--- src/rtl/rtc_secs_pkg.sv ---
`timescale 1ns/1ps
package rtc_secs_pkg;
  localparam int unsigned BYTE_W = 8;

  typedef enum logic [2:0] {
    SEL_NONE,
    SEL_WBYTE,
    SEL_CTRL,
    SEL_RBYTE,
    SEL_ID
  } sel_kind_e;
endpackage

--- src/rtl/rtc_secs_decode.sv ---
`timescale 1ns/1ps
module rtc_secs_decode
  import rtc_secs_pkg::*;
#(
  parameter int unsigned ADDR_W   = 8,
  parameter int unsigned BYTES    = 4,
  parameter int unsigned WBASE    = 'h40,
  parameter int unsigned CTRL_OFS = 'h46,
  parameter int unsigned RBASE    = 'h48,
  parameter int unsigned ID_OFS   = 'h05,
  localparam int unsigned IDX_W   = (BYTES > 1) ? $clog2(BYTES) : 1
) (
  input  logic [ADDR_W-1:0] addr,
  output sel_kind_e         kind,
  output logic [IDX_W-1:0]  idx
);
  always_comb begin
    kind = SEL_NONE;
    idx  = '0;
    if (addr == ADDR_W'(CTRL_OFS)) kind = SEL_CTRL;
    if (addr == ADDR_W'(ID_OFS))   kind = SEL_ID;
    for (int k = 0; k < BYTES; k++) begin
      if (addr == ADDR_W'(WBASE + k)) begin
        kind = SEL_WBYTE;
        idx  = IDX_W'(k);
      end
      if (addr == ADDR_W'(RBASE + k)) begin
        kind = SEL_RBYTE;
        idx  = IDX_W'(k);
      end
    end
  end
endmodule

--- src/rtl/rtc_secs_counter.sv ---
`timescale 1ns/1ps
module rtc_secs_counter
  import rtc_secs_pkg::*;
#(
  parameter int unsigned BYTES = 4,
  localparam int unsigned CNT_W = BYTES * BYTE_W
) (
  input  logic              clk,
  input  logic              rst_n,
  input  logic              en,
  input  logic              tick,
  input  logic [BYTES-1:0]  byte_we,
  input  logic [BYTE_W-1:0] wdata,
  output logic [CNT_W-1:0]  cnt
);
  logic [CNT_W-1:0] inc;
  logic [CNT_W-1:0] nxt;
  logic             step;

  // a load in this cycle suppresses the increment entirely
  assign step = en && tick && (byte_we == '0);
  assign inc  = cnt + CNT_W'(1);

  for (genvar k = 0; k < BYTES; k++) begin : g_byte
    assign nxt[k*BYTE_W +: BYTE_W] =
      byte_we[k] ? wdata :
      step       ? inc[k*BYTE_W +: BYTE_W] :
                   cnt[k*BYTE_W +: BYTE_W];
  end

  always_ff @(posedge clk or negedge rst_n) begin
    if (!rst_n) cnt <= '0;
    else        cnt <= nxt;
  end
endmodule

--- src/rtl/rtc_secs_rdmux.sv ---
`timescale 1ns/1ps
module rtc_secs_rdmux
  import rtc_secs_pkg::*;
#(
  parameter int unsigned BYTES  = 4,
  parameter int unsigned EN_BIT = 7,
  parameter logic [7:0]  ID_VAL = 8'h01,
  localparam int unsigned IDX_W = (BYTES > 1) ? $clog2(BYTES) : 1,
  localparam int unsigned CNT_W = BYTES * BYTE_W
) (
  input  sel_kind_e         kind,
  input  logic [IDX_W-1:0]  idx,
  input  logic [CNT_W-1:0]  cnt,
  input  logic              en,
  output logic [BYTE_W-1:0] rdata
);
  logic [BYTE_W-1:0] byte_arr [BYTES];

  for (genvar k = 0; k < BYTES; k++) begin : g_split
    assign byte_arr[k] = cnt[k*BYTE_W +: BYTE_W];
  end

  always_comb begin
    rdata = '0;
    unique case (kind)
      SEL_RBYTE: rdata = byte_arr[idx];
      SEL_CTRL:  rdata[EN_BIT] = en;
      SEL_ID:    rdata = ID_VAL;
      default:   rdata = '0;
    endcase
  end
endmodule

--- src/rtl/rtc_seconds_regs.sv ---
`timescale 1ns/1ps
module rtc_seconds_regs
  import rtc_secs_pkg::*;
#(
  parameter int unsigned ADDR_W   = 8,
  parameter int unsigned BYTES    = 4,
  parameter int unsigned WBASE    = 'h40,
  parameter int unsigned CTRL_OFS = 'h46,
  parameter int unsigned RBASE    = 'h48,
  parameter int unsigned ID_OFS   = 'h05,
  parameter int unsigned EN_BIT   = 7,
  parameter logic [7:0]  ID_VAL   = 8'h01
) (
  input  logic              clk,
  input  logic              rst_n,
  input  logic              tick,
  input  logic [ADDR_W-1:0] bus_addr,
  input  logic              bus_wr,
  input  logic [BYTE_W-1:0] bus_wdata,
  output logic [BYTE_W-1:0] bus_rdata
);
  localparam int unsigned IDX_W = (BYTES > 1) ? $clog2(BYTES) : 1;
  localparam int unsigned CNT_W = BYTES * BYTE_W;

  sel_kind_e        kind;
  logic [IDX_W-1:0] idx;
  logic [BYTES-1:0] byte_we;
  logic [CNT_W-1:0] cnt_q;
  logic             en_q;

  rtc_secs_decode #(
    .ADDR_W(ADDR_W), .BYTES(BYTES), .WBASE(WBASE),
    .CTRL_OFS(CTRL_OFS), .RBASE(RBASE), .ID_OFS(ID_OFS)
  ) dec_i (
    .addr(bus_addr), .kind(kind), .idx(idx)
  );

  for (genvar k = 0; k < BYTES; k++) begin : g_we
    assign byte_we[k] = bus_wr && (kind == SEL_WBYTE) && (idx == IDX_W'(k));
  end

  always_ff @(posedge clk or negedge rst_n) begin
    if (!rst_n)                           en_q <= 1'b0;
    else if (bus_wr && kind == SEL_CTRL)  en_q <= bus_wdata[EN_BIT];
  end

  rtc_secs_counter #(.BYTES(BYTES)) cnt_i (
    .clk(clk), .rst_n(rst_n), .en(en_q), .tick(tick),
    .byte_we(byte_we), .wdata(bus_wdata), .cnt(cnt_q)
  );

  rtc_secs_rdmux #(.BYTES(BYTES), .EN_BIT(EN_BIT), .ID_VAL(ID_VAL)) rd_i (
    .kind(kind), .idx(idx), .cnt(cnt_q), .en(en_q), .rdata(bus_rdata)
  );
endmodule

--- config.mk ---
export PLATFORM = sky130hd
export DESIGN_NAME = rtc_seconds_regs
export DESIGN_NICKNAME = d
export VERILOG_FILES = /design/src/rtl/rtc_secs_pkg.sv /design/src/rtl/rtc_secs_decode.sv /design/src/rtl/rtc_secs_counter.sv /design/src/rtl/rtc_secs_rdmux.sv /design/src/rtl/rtc_seconds_regs.sv
export SDC_FILE = /design/constraint.sdc
export NUM_CORES = 1
export LEC_CHECK = 0
export ABC_AREA = 1
export BUFFER_PORTS_ARGS = -buffer_cell sky130_fd_sc_hd__clkbuf_2
export CAP_MARGIN = 20
export CORE_MARGIN = 4
export CORE_UTILIZATION = 65
export DETAILED_ROUTE_END_ITERATION = 10
export PLACE_DENSITY = 0.86
export SLEW_MARGIN = 20
export SYNTH_ARGS = -nofsm -noshare
export SYNTH_HDL_FRONTEND = slang
export SYNTH_HIERARCHICAL = 1
export SYNTH_SLANG_ARGS = --single-unit
export TNS_END_PERCENT = 5
--- constraint.sdc ---
create_clock -name clk -period 4.5 [get_ports clk]
set_clock_uncertainty 0.15 [all_clocks]
set_input_delay 0.45 -clock clk [delete_from_list [all_inputs] [get_ports clk]]
set_output_delay 0.45 -clock clk [all_outputs]
set_load 0.03 [all_outputs]
After elaboration in Yosys (flattened, before gate mapping). Cells that the tools add are included.

Bits in registers: 33. Output and inout bits: 8. Logic and storage cells: 68.

$add $sub $neg: 1. Magnitude comparators: 1. Eq/ne operators: 17. Multiplexer cells: 29. Bitwise logic cells: 1. Reductions and logical operators: 14.

Operators by type and width (number): $mux W8 (10); $eq A8 B7 Y1 const B (9); $add A32 B1 Y32 const B (1); $mux W3 (9); $bmux W8 S2 (1); $pmux W7 S2 (1); $mux W2 (5); $eq A8 B3 Y1 const B (1); $logic_and A1 B1 Y1 (8); $reduce_bool A2 Y1 (4); $eq A3 B2 Y1 const B (2); $eq A2 B2 Y1 const B (2); $logic_not A4 Y1 (1); $eq A3 B1 Y1 const B (1); $eq A3 B3 Y1 const B (1); $ge A3 B3 Y1 const B (1); $not A2 Y3 (1); $eq A2 B1 Y1 const B (1); $logic_not A2 Y1 (1); $mux W1 (2); $pmux W1 S2 (1).

Depth between registers and ports, before layout.
Word-level depth: 18. Gate-level depth with buffers: 17. Depth with buffers taken out: 16.

Cells and area by module. Netlist, hierarchy kept.

Modules (own cells, without submodules): rtc_secs_counter (instances 1, cells each 390, area each 2446.1 sq um); rtc_secs_rdmux (instances 1, cells each 95, area each 422.9 sq um); rtc_secs_decode (instances 1, cells each 26, area each 115.1 sq um); rtc_seconds_regs (instances 1, cells each 20, area each 106.4 sq um).

Worst setup path before layout. OpenSTA, ideal clock, no wires.

Path type: input -> output. Start: in bus_addr[5]. End: out bus_rdata[2]. Arrival time: 1.833 ns. Path slack: 2.067 ns. Stages: 9. Path buffers: 2. Cell sequence: nor2_2 nand3_2 nor2_1 buf_6 inv_4 buf_6 nand2_2 nand3_1 a21oi_1.

Elaborated cells on any way between the ends: 33. Those cells by class: eq/ne (12); mux (20); bitwise (1).

RTL lines: start, declared (line rtc_seconds_regs.sv:17) `input logic [ADDR_W-1:0] bus_addr,`; $eq A8 B7 Y1 (line rtc_secs_decode.sv:23) `if (addr == ADDR_W'(WBASE + k)) begin`; $mux W1 (line rtc_secs_decode.sv:23); $mux W1 (line rtc_secs_decode.sv:27) `if (addr == ADDR_W'(RBASE + k)) begin`; $mux W2 (line rtc_secs_decode.sv:23); $mux W2 (line rtc_secs_decode.sv:27); $mux W2 (line rtc_secs_decode.sv:23); $mux W2 (*) (line rtc_secs_decode.sv:27); via idx[0] (line rtc_seconds_regs.sv:26) `logic [IDX_W-1:0] idx;`; $not A2 Y3 (not written as such) (*) (line rtc_secs_rdmux.sv:26) `SEL_RBYTE: rdata = byte_arr[idx];`; $bmux W8 S2 (*) (line rtc_secs_rdmux.sv:26); $mux W8 (not written as such) (*) (2 in a row) (line rtc_secs_rdmux.sv:26); $pmux W7 S2 (*) (line rtc_secs_rdmux.sv:25) `unique case (kind)`; end, declared (line rtc_seconds_regs.sv:20) `output logic [BYTE_W-1:0] bus_rdata`.

Mark *: on every way through the listed nets, which the timed path passes. The rest lies on a longest branch. The select of a mux whose other input is x is not followed.

Final worst setup path.
Start: in bus_addr[5]. End: reg cnt_i.cnt[27].

Elaborated cells on any way between the ends: 40. Those cells by class: eq/ne (14); mux (17); reduce/logical (9).

RTL lines: $eq A8 B7 Y1 (line rtc_secs_decode.sv:23); $mux W1 (line rtc_secs_decode.sv:23); $mux W1 (line rtc_secs_decode.sv:27); $mux W2 (line rtc_secs_decode.sv:23); $mux W2 (line rtc_secs_decode.sv:27); $mux W2 (line rtc_secs_decode.sv:23); $mux W2 (*) (line rtc_secs_decode.sv:27); via idx[0] (line rtc_seconds_regs.sv:26); $eq A2 B2 Y1 (*) (line rtc_seconds_regs.sv:39) `assign byte_we[k] = bus_wr && (kind == SEL_WBYTE) && (idx == IDX_W'(k));`; $logic_and A1 B1 Y1 (*) (line rtc_seconds_regs.sv:39); via byte_we[3] (line rtc_seconds_regs.sv:27) `logic [BYTES-1:0] byte_we;`; $logic_not A4 Y1 (line rtc_secs_counter.sv:21) `assign step = en && tick && (byte_we == '0);`; $logic_and A1 B1 Y1 (line rtc_secs_counter.sv:21); $reduce_bool A2 Y1 (no source line); end signal, assigned (line rtc_secs_counter.sv:33) `else cnt <= nxt;`; end, declared (line rtc_secs_counter.sv:14) `output logic [CNT_W-1:0] cnt`.

Mark *: on every way through the listed nets, which the timed path passes. The rest lies on a longest branch. A chain may end at the register's enable or synchronous reset.

==> results.py <==
metrics = {
    "drt": {
        "wire_per_inst_microns": 14.1,
        "antenna_left": 0,
        "viasPerCell": 5.66,
        "first_pass_iters": 6,
        "num_vias": 3444,
        "wirelength_microns": 8580,
        "drc": 0,
        "drtIter0Drc": 384,
    },
    "clocking": {
        "cts_buffers": 5,
        "cts_resized": 0,
        "postCtsSetupRepairBufs": 0,
        "clockBufferDepth": 2,
        "htree_levels": 2,
        "cts.sinks": 33,
        "cts.clk_slew.worst_paths_ns": 0.07,
        "clk_latency_ns": 0.29,
        "ctsRootBufferMaster": "clkbuf_8",
        "hold_buffers": 0,
        "cts_tree": "done",
    },
    "logic_synthesis": {
        "synth_top_area_share_pct": 26.7,
        "synth.top_cells.by_area": "dfrtp_1, nand2_1, nand3_1",
        "syn-num-nets": 552,
        "syn-mean-instance-area_sq_um": 5.82,
        "synth_edf_count": 0,
        "synthFlopType": "dfrtp_1",
        "syn_area_sq_um": 3090,
        "synth-seq-area-share_pct": 26.7,
        "synthDistinctLibCells": 26,
        "synth-seq-cells": 33,
        "yosys_warnings": 6,
        "async_flop_share_pct": 100,
        "syn_inst": 531,
        "yosys.area.top_type": "dfrtp_1",
    },
    "layout": {
        "fillerInstances": 405,
        "drive_gt1_share_pct": 13.5,
        "instances_no_fill": 609,
        "finish.utilization_pct": 74.7,
        "antenna_cells": 0,
        "nNetsFinal": 577,
        "syn2layout_area_growth_pct": 8.22,
        "design_area_sq_um": 3340,
    },
    "power": {
        "irDropWorstVdd_uv": 237,
        "power_mw": 1.22,
        "powerDensity_nw_per_um2": 365,
        "p_leak_nw": 1.71,
    },
    "run_status": {
        "status": "finished clean",
    },
    "floorplan": {
        "start_util_pct": 69.1,
        "dieHeight_microns": 77.0,
        "die_x_microns": 77.0,
        "io-pin-count": 28,
        "rows": 24,
        "die_area_sq_um": 5920,
        "core_sq_um": 4470,
    },
    "worst_setup_path": {
        "arrival_ns": 2.78,
        "startpoint": "bus_addr[5]",
        "reg2reg_depth": 9,
        "r2r-start": "cnt_i/cnt[1]",
        "path_class": "primary input to flop",
        "cp_max_fo": 20,
        "cp-start-kind": "primary input",
        "end_kind": "flop",
        "required_ns": 4.58,
    },
    "placed_design": {
        "gp_congestion": 0.966,
        "port_buffers": 27,
        "place_inst": 601,
        "place_area_sq_um": 3230,
        "place_hpwl_microns": 6470,
    },
    "sta": {
        "maxSlewViolCount": 0,
        "final.period_utilization_pct": 59.9,
        "rsz0062_at_grt": "false",
        "fmax_mhz": 371,
        "worst_slew_pin_slew_ns": 0.865,
        "period_needed_ns": 2.70,
        "setup_viol": 0,
        "tns_ns": 0,
        "maxSlewHeadroom_pct": 42.3,
        "timing_hold_violations_final": 0,
    },
    "global_route": {
        "grt_antenna_before_repair": 0,
        "grt_first_pass_wirelength_microns": 14700,
        "first_global_vias": 3233,
        "grt_max_degree": 34,
        "grtUsageTotal_pct": 30.5,
        "overflow": 0,
    },
    "run": {
        "maxCapViolations": 0,
    },
    "worst_hold_path": {
        "hold_path_class": "primary input to async pin",
    },
}
==> final cells by class <==
type	instances	area [sq um]	share of cell area (%)
multi-input combinational	392	1830	54.7
sequential	33	826	24.7
inverter	95	359	10.7
timing repair buffer	29	150	4.49
clock buffer	7	86.3	2.58
tap	52	65.1	1.95
clock inverter	1	30.0	0.898
==> synth_stat cells (all sizes together) (3+ instances only) <==
master  instances
nand2         216
inv            95
nand3          73
nor2           60
dfrtp          33
o21ai          17
buf            11
a21oi           6
xor2            5
o21bai          4
nand4           3
xnor2           3
==> final timing paths <==
kind / slack (ns) / end
setup / recovery: 1.80 / cnt_i/cnt[27]
hold / removal: 0.11 / cnt_i/cnt[3]
setup reg to reg: 2.73 / cnt_i/cnt[22]
hold reg to reg: 0.37 / en_q
max in group asynchronous: 3.55 / cnt_i/cnt[24]
min in group clk: 0.32 / cnt_i/cnt[6]
==> worst max-delay path: stages <==
cell      delay, ns
clkbuf_2       0.10
nor2_2         0.17
nand3_2        0.11
nor2_1         0.09
buf_4          0.25
nand2_1        0.08
nor2_1         0.58
nor2_1         0.14
nand2_2        0.18
nand2_1        0.23
o21ai_0        0.25
inv_1          0.07
nand2_1        0.06
==> registers in the layout, summed over array words and instances (netlist names) <==
name       cells
en_q           1
cnt_i/cnt     32
==> power breakdown <==
part / leakage (nW) / switching, mW / internal (mW) / total [mW]
clock network: 0.0585 / 0.119 / 0.181 / 0.300
registers: 0.430 / 0.140 / 0.389 / 0.529
logic: 1.22 / 0.241 / 0.151 / 0.392
==> cell usage in the layout, fill, tap and decap left out <==
| cell type | n |
|---|---|
| buf_4 | 2 |
| nor2_2 | 8 |
| xor2_1 | 5 |
| nand4_1 | 3 |
| nand2_2 | 11 |
| nor2_4 | 8 |
| nor3_2 | 1 |
| xnor2_1 | 3 |
| nor2_8 | 1 |
| o21ai_0 | 17 |
| clkbuf_2 | 27 |
| inv_2 | 4 |
| nor2_1 | 43 |
| o211ai_1 | 2 |
| ha_1 | 1 |
| clkbuf_1 | 1 |
| a21oi_1 | 6 |
| nand3_2 | 2 |
| o21bai_1 | 4 |
| nand2_4 | 2 |
| dfrtp_1 | 33 |
| clkbuf_8 | 6 |
| nand3_1 | 71 |
| nand2_1 | 203 |
| bufinv_16 | 1 |
| inv_4 | 1 |
| or2_2 | 1 |
| inv_1 | 90 |
==> through the flow <==
stage,hold slack [ns],setup slack (ns)
2_1_floorplan,0.00441,2.07
3_3_place_gp,0.351,1.67
3_5_place_dp,0.359,1.57
4_1_cts,0.141,1.88
5_1_grt,0.180,1.57
6_report,0.112,1.80
==> routing by layer <==
metal  track usage [%]  routed length, microns  vias up
met4              14.7                     371        0
li1                  -                       -     1662
met3              3.75                     667       40
met1              39.8                    3620     1558
met5                 0                       0        -
met2              49.9                    3920      184
==> cells by family after synthesis <==
logic type	count (synthesis)	synth area share [%]
AOI/OAI and AO/OA	29	5.18
xor gates and xnor gates	8	2.27
adders and majority gates	1	0.405
buffers and inverters	106	14.1
DFF	33	26.7
and+or+nand+nor	354	51.3
No activity file was read; power rests on OpenSTA's default activity.
